===== config.mk =====
export PLATFORM = sky130hd
export DESIGN_NAME = csr_chain_port
export DESIGN_NICKNAME = d
export VERILOG_FILES = /design/src/rtl/csr_chain_pkg.sv /design/src/rtl/csr_chain_regs.sv /design/src/rtl/csr_chain_seq.sv /design/src/rtl/csr_chain_store.sv /design/src/rtl/csr_chain_port.sv
export SDC_FILE = /design/constraint.sdc
export NUM_CORES = 1
export LEC_CHECK = 0
export BUFFER_PORTS_ARGS = -buffer_cell sky130_fd_sc_hd__clkbuf_2
export CELL_PAD_IN_SITES_DETAIL_PLACEMENT = 0
export CELL_PAD_IN_SITES_GLOBAL_PLACEMENT = 1
export CORE_MARGIN = 8
export CORE_UTILIZATION = 34
export DETAILED_ROUTE_END_ITERATION = 7
export PLACE_DENSITY = 0.89
export REMOVE_ABC_BUFFERS = 1
export SLEW_MARGIN = 20
export SYNTH_ARGS = -nofsm -noshare
export SYNTH_HDL_FRONTEND = slang
export SYNTH_SLANG_ARGS = --single-unit

===== constraint.sdc =====
create_clock -name clk -period 4.45 [get_ports clk]
set_input_delay 1.1125 -clock clk [delete_from_list [all_inputs] [get_ports clk]]
set_output_delay 1.1125 -clock clk [all_outputs]
set_load 0.005 [all_outputs]

===== src/rtl/csr_chain_pkg.sv =====
package csr_chain_pkg;
  typedef enum logic {
    XFER_FETCH = 1'b0,
    XFER_LOAD  = 1'b1
  } xfer_e;
endpackage


===== src/rtl/csr_chain_regs.sv =====
module csr_chain_regs #(
  parameter int BUS_W = 64,
  parameter int ADDR_W = 4,
  parameter int WIN_W = 6,
  parameter logic [ADDR_W-1:0] DATA_ADDR = '0,
  parameter logic [ADDR_W-1:0] SHIFT_ADDR = 1,
  localparam int IDX_W = (WIN_W > 1) ? $clog2(WIN_W) : 1
) (
  input  logic              clk,
  input  logic              rst_n,
  input  logic              req_valid,
  input  logic              req_write,
  input  logic [ADDR_W-1:0] req_addr,
  input  logic [BUS_W-1:0]  req_wdata,
  output logic              req_ready,
  output logic [BUS_W-1:0]  req_rdata,
  input  logic              commit,
  input  logic              flush,
  input  logic              busy,
  input  logic              cap_en,
  input  logic [IDX_W-1:0]  cap_idx,
  input  logic              cap_bit,
  output logic [WIN_W-1:0]  win_q,
  output logic              start_load,
  output logic              start_fetch
);
  logic             pending_q, pending_d;
  logic [WIN_W-1:0] win_d;
  logic             idle, acc, hit_data, hit_shift, wr_win, drop;
  logic             unused_wdata;

  assign unused_wdata = ^req_wdata[BUS_W-1:WIN_W];

  assign idle        = !busy && !pending_q;
  assign req_ready   = idle;
  assign acc         = req_valid && idle;
  assign hit_data    = (req_addr == DATA_ADDR);
  assign hit_shift   = (req_addr == SHIFT_ADDR);
  assign wr_win      = acc && req_write && hit_data;
  assign start_fetch = acc && req_write && hit_shift && req_wdata[0];
  assign start_load  = pending_q && commit;
  assign drop        = pending_q && flush && !commit;

  always_comb begin
    pending_d = pending_q;
    if (wr_win) pending_d = 1'b1;
    if (start_load || drop) pending_d = 1'b0;
  end

  always_comb begin
    win_d = win_q;
    if (wr_win) win_d = req_wdata[WIN_W-1:0];
    if (drop) win_d = '0;
    if (cap_en) win_d[cap_idx] = cap_bit;
  end

  always_comb begin
    req_rdata = '0;
    if (acc && !req_write && hit_data) req_rdata[WIN_W-1:0] = win_q;
  end

  always_ff @(posedge clk or negedge rst_n) begin
    if (!rst_n) begin
      pending_q <= 1'b0;
      win_q     <= '0;
    end else begin
      pending_q <= pending_d;
      win_q     <= win_d;
    end
  end


  rsvd_zero_chk: assert property (@(posedge clk) disable iff (!rst_n)
    req_rdata[BUS_W-1:WIN_W] == '0);


  flush_drop_chk: assert property (@(posedge clk) disable iff (!rst_n)
    (pending_q && flush && !commit) |=> (!pending_q && !busy && win_q == '0));


  stage_hold_chk: assert property (@(posedge clk) disable iff (!rst_n)
    (pending_q && !commit && !flush) |=> (pending_q && !req_ready));
endmodule


===== src/rtl/csr_chain_seq.sv =====
module csr_chain_seq
  import csr_chain_pkg::*;
#(
  parameter int WIN_W = 6,
  localparam int IDX_W = (WIN_W > 1) ? $clog2(WIN_W) : 1
) (
  input  logic             clk,
  input  logic             rst_n,
  input  logic             start_load,
  input  logic             start_fetch,
  output logic             busy,
  output xfer_e            mode,
  output logic [IDX_W-1:0] idx
);
  localparam logic [IDX_W-1:0] LAST = IDX_W'(WIN_W - 1);

  logic             busy_q, busy_d;
  xfer_e            mode_q, mode_d;
  logic [IDX_W-1:0] idx_q, idx_d;

  always_comb begin
    busy_d = busy_q;
    mode_d = mode_q;
    idx_d  = idx_q;
    if (start_load || start_fetch) begin
      busy_d = 1'b1;
      mode_d = start_load ? XFER_LOAD : XFER_FETCH;
      idx_d  = '0;
    end else if (busy_q) begin
      if (idx_q == LAST) begin
        busy_d = 1'b0;
        idx_d  = '0;
      end else begin
        idx_d = idx_q + 1'b1;
      end
    end
  end

  always_ff @(posedge clk or negedge rst_n) begin
    if (!rst_n) begin
      busy_q <= 1'b0;
      mode_q <= XFER_FETCH;
      idx_q  <= '0;
    end else begin
      busy_q <= busy_d;
      mode_q <= mode_d;
      idx_q  <= idx_d;
    end
  end

  assign busy = busy_q;
  assign mode = mode_q;
  assign idx  = idx_q;


  xfer_len_chk: assert property (@(posedge clk) disable iff (!rst_n)
    $fell(busy_q) |-> ($past(idx_q) == LAST));


  no_restart_chk: assert property (@(posedge clk) disable iff (!rst_n)
    busy_q |-> !(start_load || start_fetch));
endmodule


===== src/rtl/csr_chain_store.sv =====
module csr_chain_store #(
  parameter int CHAIN_LEN = 45,
  parameter logic [CHAIN_LEN-1:0] CHAIN_RST = '0
) (
  input  logic                 clk,
  input  logic                 rst_n,
  input  logic                 shift_en,
  input  logic                 in_bit,
  output logic [CHAIN_LEN-1:0] chain_q
);
  logic [CHAIN_LEN-1:0] chain_d;

  always_comb begin
    chain_d = chain_q;
    if (shift_en) chain_d = {in_bit, chain_q[CHAIN_LEN-1:1]};
  end

  always_ff @(posedge clk or negedge rst_n) begin
    if (!rst_n) chain_q <= CHAIN_RST;
    else        chain_q <= chain_d;
  end
endmodule


===== src/rtl/csr_chain_port.sv =====
module csr_chain_port
  import csr_chain_pkg::*;
#(
  parameter int BUS_W = 64,
  parameter int ADDR_W = 4,
  parameter int WIN_W = 6,
  parameter int CHAIN_LEN = 45,
  parameter logic [CHAIN_LEN-1:0] CHAIN_RST = '0,
  parameter logic [ADDR_W-1:0] DATA_ADDR = '0,
  parameter logic [ADDR_W-1:0] SHIFT_ADDR = 1,
  localparam int IDX_W = (WIN_W > 1) ? $clog2(WIN_W) : 1
) (
  input  logic                 clk,
  input  logic                 rst_n,
  input  logic                 req_valid,
  input  logic                 req_write,
  input  logic [ADDR_W-1:0]    req_addr,
  input  logic [BUS_W-1:0]     req_wdata,
  output logic                 req_ready,
  output logic [BUS_W-1:0]     req_rdata,
  input  logic                 commit,
  input  logic                 flush,
  output logic                 busy,
  output logic [CHAIN_LEN-1:0] chain_q
);
  logic [1:0]       rst_sync_q;
  logic             rst_sn;
  logic [WIN_W-1:0] win_q;
  logic             start_load, start_fetch;
  xfer_e            mode;
  logic [IDX_W-1:0] idx;
  logic             cap_en, in_bit;

  always_ff @(posedge clk or negedge rst_n) begin
    if (!rst_n) rst_sync_q <= 2'b00;
    else        rst_sync_q <= {rst_sync_q[0], 1'b1};
  end
  assign rst_sn = rst_sync_q[1];

  assign cap_en = busy && (mode == XFER_FETCH);
  assign in_bit = (mode == XFER_LOAD) ? win_q[idx] : chain_q[0];

  csr_chain_regs #(
    .BUS_W(BUS_W), .ADDR_W(ADDR_W), .WIN_W(WIN_W),
    .DATA_ADDR(DATA_ADDR), .SHIFT_ADDR(SHIFT_ADDR)
  ) u_regs (
    .clk(clk), .rst_n(rst_sn),
    .req_valid(req_valid), .req_write(req_write), .req_addr(req_addr),
    .req_wdata(req_wdata), .req_ready(req_ready), .req_rdata(req_rdata),
    .commit(commit), .flush(flush), .busy(busy),
    .cap_en(cap_en), .cap_idx(idx), .cap_bit(chain_q[0]),
    .win_q(win_q), .start_load(start_load), .start_fetch(start_fetch)
  );

  csr_chain_seq #(.WIN_W(WIN_W)) u_seq (
    .clk(clk), .rst_n(rst_sn),
    .start_load(start_load), .start_fetch(start_fetch),
    .busy(busy), .mode(mode), .idx(idx)
  );

  csr_chain_store #(.CHAIN_LEN(CHAIN_LEN), .CHAIN_RST(CHAIN_RST)) u_store (
    .clk(clk), .rst_n(rst_sn),
    .shift_en(busy), .in_bit(in_bit), .chain_q(chain_q)
  );


  chain_idle_chk: assert property (@(posedge clk) disable iff (!rst_sn)
    !busy |=> $stable(chain_q));


  stall_busy_chk: assert property (@(posedge clk) disable iff (!rst_sn)
    busy |-> !req_ready);
endmodule


=== Yosys cells after proc, flatten, opt, wreduce, memory -nomap -nowiden ===
Cells that the tools add are included.
W data, S select, Z words.

* Output and inout bits: 111
* Bits of input ports: 74
* Word-level logic and storage cells: 54
* Bits in registers: 59

* Eq/ne operators: 2
* Muxes and demuxes: 19
* Order comparisons: 2
* Bitwise operators: 1
* Reduce and logical (&&, ||, !) cells: 22
* Add/sub/neg operators: 1

{| class="wikitable"
|+ Operators with widths
! kind !! count
|-
| $mux W6 || 4
|-
| $logic_and A1 B1 Y1 || 13
|-
| $mux W1 || 9
|-
| $mux W3 || 3
|-
| $bwmux W6 || 1
|-
| $eq A4 B1 Y1 const B || 1
|-
| $logic_not A1 Y1 || 4
|-
| $logic_not A4 Y1 || 1
|-
| $lt A3 B4 Y1 const B || 1
|-
| $reduce_bool A2 Y1 || 2
|-
| $add A3 B1 Y3 const B || 1
|-
| $bmux W1 S3 || 1
|-
| $demux W1 S3 || 1
|-
| $eq A3 B3 Y1 const B || 1
|-
| $ge A3 B1 Y1 const B || 1
|-
| $logic_or A1 B1 Y1 || 2
|-
| $not A1 Y1 || 1
|}

=== Depth between registers and ports, before layout ===
Gate-level depths: netlist of the first run.

* Word-level depth: 9
* Mapped depth: 5
* Depth with buffers taken out: 4

=== By module ===
Synthesis of the first run repeated with hierarchy kept, for this count alone.

* Cells, all modules: 234
* Area, all modules: 3,145.5 um^2

{| class="wikitable"
|+ Modules (own cells, without submodules)
! module !! area each (um^2) !! cells an instance !! times used !! sequential area each (um^2)
|-
| csr_chain_store || 1,874.3 || 95 || 1 || 1,126.1
|-
| csr_chain_regs || 930.9 || 111 || 1 || 175.2
|-
| csr_chain_seq || 222.7 || 18 || 1 || 125.1
|-
| csr_chain_port || 117.6 || 10 || 1 || 50.0
|}

=== Worst setup path after synthesis of the first run ===
Ideal clock, no wire load.

* Path type: input -> output
* Start: in req_addr[1]
* End: out req_rdata[0]
* Buffers on the path: 0
* Slack: 1,437 ps
* Required time: 3,338 ps
* Stages on the path: 4
* Arrival time: 1,901 ps
* Path through: nor4b_4 > nand2_1 > nor3_2 > and2_1

* Cells in the longest elaborated chain, start to end: 3

{| class="wikitable"
|+ Ends and longest elaborated chain
! element !! line !! RTL
|-
| from (decl) || csr_chain_port.sv:17 || <nowiki>input logic [ADDR_W-1:0] req_addr,</nowiki>
|-
| $logic_not A4 Y1 || csr_chain_regs.sv:37 || <nowiki>assign hit_data = (req_addr == DATA_ADDR);</nowiki>
|-
| $logic_and A1 B1 Y1 || csr_chain_regs.sv:59 || <nowiki>if (acc && !req_write && hit_data) req_rdata[WIN_W-1:0] = win_q;</nowiki>
|-
| $mux W6 || csr_chain_regs.sv:59 ||
|-
| to (decl) || csr_chain_port.sv:20 || <nowiki>output logic [BUS_W-1:0] req_rdata,</nowiki>
|}

No other way between the ends.

=== Worst setup path after layout of the first run ===
* Start: in req_addr[1]
* End: out req_rdata[3]

Same word-level chain as after synthesis.

==> metrics.txt, run 1 <==
outcome=finished clean; period utilization=0.739; cells on worst reg2reg path=5; first-pass GRT wire length=slightly below 9 mm; Min-Delay Path Class=reg2async; CP cell instances=clkbuf_2 > nor4b_4 > nand2_1 > nor3_2 > and2_1 > clkbuf_2; Congestion Overflow GR=0; I/O pins=approximately 190; GRT Resource Usage Total=0.0925; most frequent CP cell=clkbuf_2; layout net count=about 380; final hold vios=0; critical path capture point type=primary output; delay of the slowest cell on the worst path=between 0.3 and 0.4 ns; RD Place Congestion=between 0.7 and 0.8; reg2reg setup slack=between 2 and 3 ns; Hold Buf Count CTS=0; vias per inst=roughly 4.2; FP Rows=33; chip width=around 110 um; max-slew violations=0; Tightest Pin Transition=between 0.6 and 0.7 ns; Area Growth Syn to Fin=14.5%; Leak=0.00184 uW; DRC viols=0; CP Class=in2out; DP Area=0.00313 mm^2; mapped cell area=~0.0029 mm^2; initial core utilization=0.353; Slew HR=0.583; Avg Synthesized Cell Area=~12 um^2; slowest CP cell=nor4b_4; Vias=roughly 1800; RSZ-0062 raised after global routing=no; CORE AREA=0.00826 mm^2; initial DRC count=40; die area=around 0.012 mm^2; Ys Warns=0; largest net degree at the start of global routing=52; Seq/Total Area, Yosys=0.507; CTS H-tree lvls=3; final setup fails=0; Setup Skew=around 0.0071 ns; initial antenna violation count=0; Pre-Repair DR Iteration Count=3; CTS buffer count=9; Max Cap Viol=0; I/O Buffers=between 60 and 70; most common cell after layout, fill and taps aside=clkbuf_2; vias in the first global route=about 1800; Synth cell types=28; worst-path maximum fanout=6; dpl hpwl=around 4.2 mm; Avg WL per Cell=roughly 13 um; Clock Path Buffers=2; postcts setup bufs=0; pwr dens=~500 mW/mm^2; ratio of cells with drive above 1 in the final layout=0.432; ant diodes=0; cells after synthesis=roughly 240; Worst-Skew Late Latency=between 0.3 and 0.4 ns; fmax=approximately 300 MHz; most frequent cells in the layout=clkbuf_2 (68), conb_1 (59), dfrtp_1 (57); crit path DAT=2.18 ns; Num Clock Sinks=a little under 60; Routed Antenna Nets=0; pre-CTS WS=around 1.1 ns; Resize count post-CTS=0; final WL=approximately 5.5 mm; Top delay family on crit path=simple AND/OR/NAND/NOR gates; CP Buf/Inv Count=2; CP Launch Type=input pin; CTS clock-pin slew for the worst setup and hold paths=about 0.07 ns; min Tclk post-route=3.29 ns; Crit path required time=roughly 3.3 ns; RR Startpoint=u_seq.busy; root buf cell=clkbuf_8; setup TNS=0 ns; Peak VDD IR=roughly 0.00015 V; RR Endpoint=u_regs.win_q[0]; synthesized flop and latch total=59; TritonCTS clock tree=done; cell area after layout=between 0.003 and 0.004 mm^2; Die Ht=109 um; Setup WS post-layout=1.16 ns
synthesized netlist by cell type (all sizes together):
library cell,count,area share
a21oi,3,0.0052
mux4,1,0.0077
or3b,1,0.0030
o22ai,1,0.0021
nand2b,3,0.0064
nand3,1,0.0017
buf,66,0.16
xnor2,1,0.0030
o31ai,6,0.015
nand2,12,0.015
o21ai,2,0.0034
nor2,9,0.012
conb,2,0.0026
nor4,1,0.0021
dfrtp,59,0.51
mux2i,8,0.027
clkbuf,1,0.0013
nand4,1,0.0021
a21o,1,0.0026
nor3,4,0.0086
inv,3,0.0039
nor4b,1,0.0082
and2,7,0.015
nand4b,1,0.0082
mux2,44,0.17
logic make-up after synthesis:
logic type / synth area share
other: 0.00258
flip-flops: 0.507
multiplexers: 0.205
buffers and inverters: 0.170
XOR/XNOR: 0.00301
AO/OA/AOI/OAI: 0.0288
AND/OR/NAND/NOR: 0.0833
metrics by stage:
step | hold WS, ns | std cells | utilization | total power (uW)
2_1_floorplan | 0.331 | 229 | - | 1040
3_3_place_gp | 0.286 | 404 | 0.379 | 1180
3_5_place_dp | 0.289 | 404 | 0.379 | 1190
4_1_cts | 0.295 | 420 | 0.404 | 1700
5_1_grt | 0.326 | 420 | 0.404 | 1780
6_report | 0.265 | 420 | 0.404 | 1670
power breakdown:
group	internal [uW]	leakage (uW)	switching [uW]	total (uW)
logic	222	0.000960	213	435
clock network	276	0.0000922	214	490
registers	642	0.000791	97.3	740
sequential cells by signal (all words and copies together), names as in the netlist:
signal            flops
u_regs.win_q          6
u_seq.mode            1
u_seq.idx             3
u_regs.pending_q      1
u_seq.busy            1
u_store.chain_q      45
rst_sync_q            2
routing by layer:
layer	share of wire	vias to the layer above	GRT usage
met5	0	-	0
met4	0.0083	0	0.0440
met3	0.12	6	0.0363
met2	0.45	87	0.146
met1	0.42	828	0.108
li1	-	839	-
worst max-delay path by stage:
stage | cells after the start | from | slack [ns] | end
3_3_place_gp | 6 | req_addr[1] | 1.15 | req_rdata[3]
2_1_floorplan | 4 | req_addr[1] | 1.43 | req_rdata[0]
3_5_place_dp | 6 | req_addr[1] | 1.12 | req_rdata[3]
4_1_cts | 6 | req_addr[1] | 1.13 | req_rdata[3]
6_report | 6 | req_addr[1] | 1.16 | req_rdata[3]
5_1_grt | 6 | req_addr[1] | 1.05 | req_rdata[5]
layout make-up:
class                      instances  area (um^2)
clock buffer                      11          141
clock inverter                     5         61.3
fill                             815         4920
inverter                           3         11.3
multi-input combinational        167         1150
sequential                        59         1480
tap                              105          131
timing repair buffer              70          355
Power figures use the tool's default switching activity.
==> run 2, diff against run 1 <==
- ABC_AREA: not set -> 1
- CORE_UTILIZATION: 34 -> 27
- PLACE_DENSITY: 0.89 -> 0.8
- clock period: 4.45 -> 2.7 ns (I/O delays scaled with it)
==> metrics.txt, run 2 <==
Avg Synthesized Cell Area=7.86 um^2; dpl hpwl=roughly 5.3 mm; cells after synthesis=393; xor/xnor share of the synthesized area=0.00284; CTS clock-pin slew for the worst setup and hold paths=~0.050 ns; mux contribution to synthesized area=0; setup TNS=0 ns; simple-gate share of the synthesized area=0.296; Resize count post-CTS=0; CORE AREA=~0.011 mm^2; FP Rows=39; ratio of cells with drive above 1 in the final layout=0.211; critical path capture point type=primary output; hold_ws=about 0.13 ns; pre-CTS WS=0.612 ns; die area=around 0.015 mm^2; initial antenna violation count=0; CTS H-tree lvls=3; DRC viols=0; Routed Antenna Nets=0; Clock Path Buffers=2; Setup WS post-layout=0.540 ns; outcome=finished clean; count leader, synth=nand2_1; Compound-Gate Fraction of Synth Area=0.0243; post-synthesis adder-cell area fraction=0; Crit path required time=around 2.0 ns; Avg WL per Cell=roughly 12 um; Ys Warns=0; min Tclk post-route=~2.2 ns; pwr dens=about 1000 mW/mm^2; final WL=between 7 and 8 mm; ant diodes=0; Layout Utilization=0.326; root buf cell=clkbuf_16; Pwr Total=between 3000 and 4000 uW; crit path DAT=roughly 1.5 ns; CP Launch Type=flop; fill cell count=1222; Vias=2388; RD Place Congestion=between 0.8 and 0.9; Tightest Pin Transition=0.513 ns; I/O Buffers=between 60 and 70; Main synth FF type=dfrtp_1; mapped cell area=between 0.003 and 0.004 mm^2; layout net count=around 530; synthesized flop and latch total=around 60; fmax=around 460 MHz; Synth cell types=24; ranking of synthesized cells by area=dfrtp_1 (48%), nand2_1 (21%), buf_4 (16%); vias in the first global route=~2400; worst-path maximum fanout=6; Hold Buf Count CTS=0; CP Class=reg2out; period utilization=0.800; final hold vios=0; GRT Resource Usage Total=0.0960; vias per inst=about 3.9; Biggest register=u_store.chain_q; most frequent cells in the layout=nand2_1 (172), clkbuf_2 (68), conb_1 (59); largest family of logic cells by synthesized area=simple AND/OR/NAND/NOR gates; Worst-Skew Late Latency=about 0.32 ns; first-pass GRT wire length=around 12 mm; ys async rst share=1.00; Congestion Overflow GR=0; Die Ht=123 um; chip width=roughly 120 um; Seq/Total Area, Yosys=0.478; Setup Skew=approximately 0.0065 ns; CTS buffer count=9; EDFF count, synth=0; I/O pins=185; initial core utilization=0.274; Reg area=approximately 0.0015 mm^2; Num Clock Sinks=59; Pre-Repair DR Iteration Count=4; initial DRC count=approximately 110; Leak=between 0.002 and 0.0025 uW; dominant cell type by area after synthesis=dfrtp_1; RSZ-0062 raised after global routing=no; TritonCTS clock tree=done; multi-input logic area=0.00122 mm^2; postcts setup bufs=0; Slew HR=0.658; most common cell after layout, fill and taps aside=nand2_1; post-synth top area share=0.478; max-slew violations=0; Largest register FFs=between 40 and 50; Min-Delay Path Class=in2async; most frequent cells after synthesis=nand2_1 (172), buf_4 (64), dfrtp_1 (59); final setup fails=0; largest net degree at the start of global routing=51; Max Cap Viol=0; Peak VDD IR=a little over 0.0004 V; Area Growth Syn to Fin=18.8%
-- run 2: cell types whose count changed after synthesis, sizes merged, moves of 8 or more --
cell / change
nand2: +161
mux2: -44
inv: +20
mux2i: -8
nand3: +16
nor2: +18
-- run 2: logic make-up (layout without fill, tap and decap cells) --
family / count (synthesis) / in the layout
compound gates: 14 / 14
xor+xnor: 1 / 1
buf+inv: 95 / 110
flops: 59 / 59
other cells: 2 / 59
simple gates: 222 / 222
-- run 2: final timing paths --
check	start	endpoint	slack, ns	cells after the start
max	u_regs.pending_q	req_rdata[4]	0.54	6
min	rst_n	rst_sync_q[0]	0.13	1
max reg2reg	u_seq.busy	u_store.chain_q[14]	1.03	5
min reg2reg	rst_sync_q[1]	u_store.chain_q[31]	0.22	0
max in group asynchronous	rst_sync_q[1]	u_seq.busy	1.62	1
min in group clk	rst_sync_q[0]	rst_sync_q[1]	0.35	0
-- run 2: cell type report --
| cell class | instances | area share |
|---|---|---|
| clock buffer | 12 | 0.0672 |
| clock inverter | 4 | 0.0266 |
| inverter | 23 | 0.0235 |
| multi-input combinational | 296 | 0.332 |
| sequential | 59 | 0.403 |
| tap | 143 | 0.0488 |
| timing repair buffer | 71 | 0.0989 |
-- run 2: worst max-delay path, stage by stage (launching register included) --
cell	delay (ns)
dfrtp_1	0.42
nor2_4	0.16
nand2_1	0.06
nor2_1	0.11
nand4_2	0.15
nor2_1	0.13
clkbuf_2	0.13
-- run 2: report_power, final --
group          internal, uW  switching [uW]
sequential             1140             225
combinational           378             707
clock                   927             395
-- run 2: routing by layer --
| layer | global-route usage | part of all wire | up-vias |
|---|---|---|---|
| li1 | - | - | 1213 |
| met1 | 0.116 | 0.45 | 1086 |
| met2 | 0.150 | 0.45 | 81 |
| met3 | 0.0393 | 0.088 | 8 |
| met4 | 0.0366 | 0.012 | 0 |
| met5 | 0 | 0 | - |
-- run 2: stage by stage --
step	cell area, um^2	instances
2_1_floorplan	2780	378
3_3_place_gp	3330	592
3_5_place_dp	3330	592
4_1_cts	3670	608
5_1_grt	3670	608
6_report	3670	608
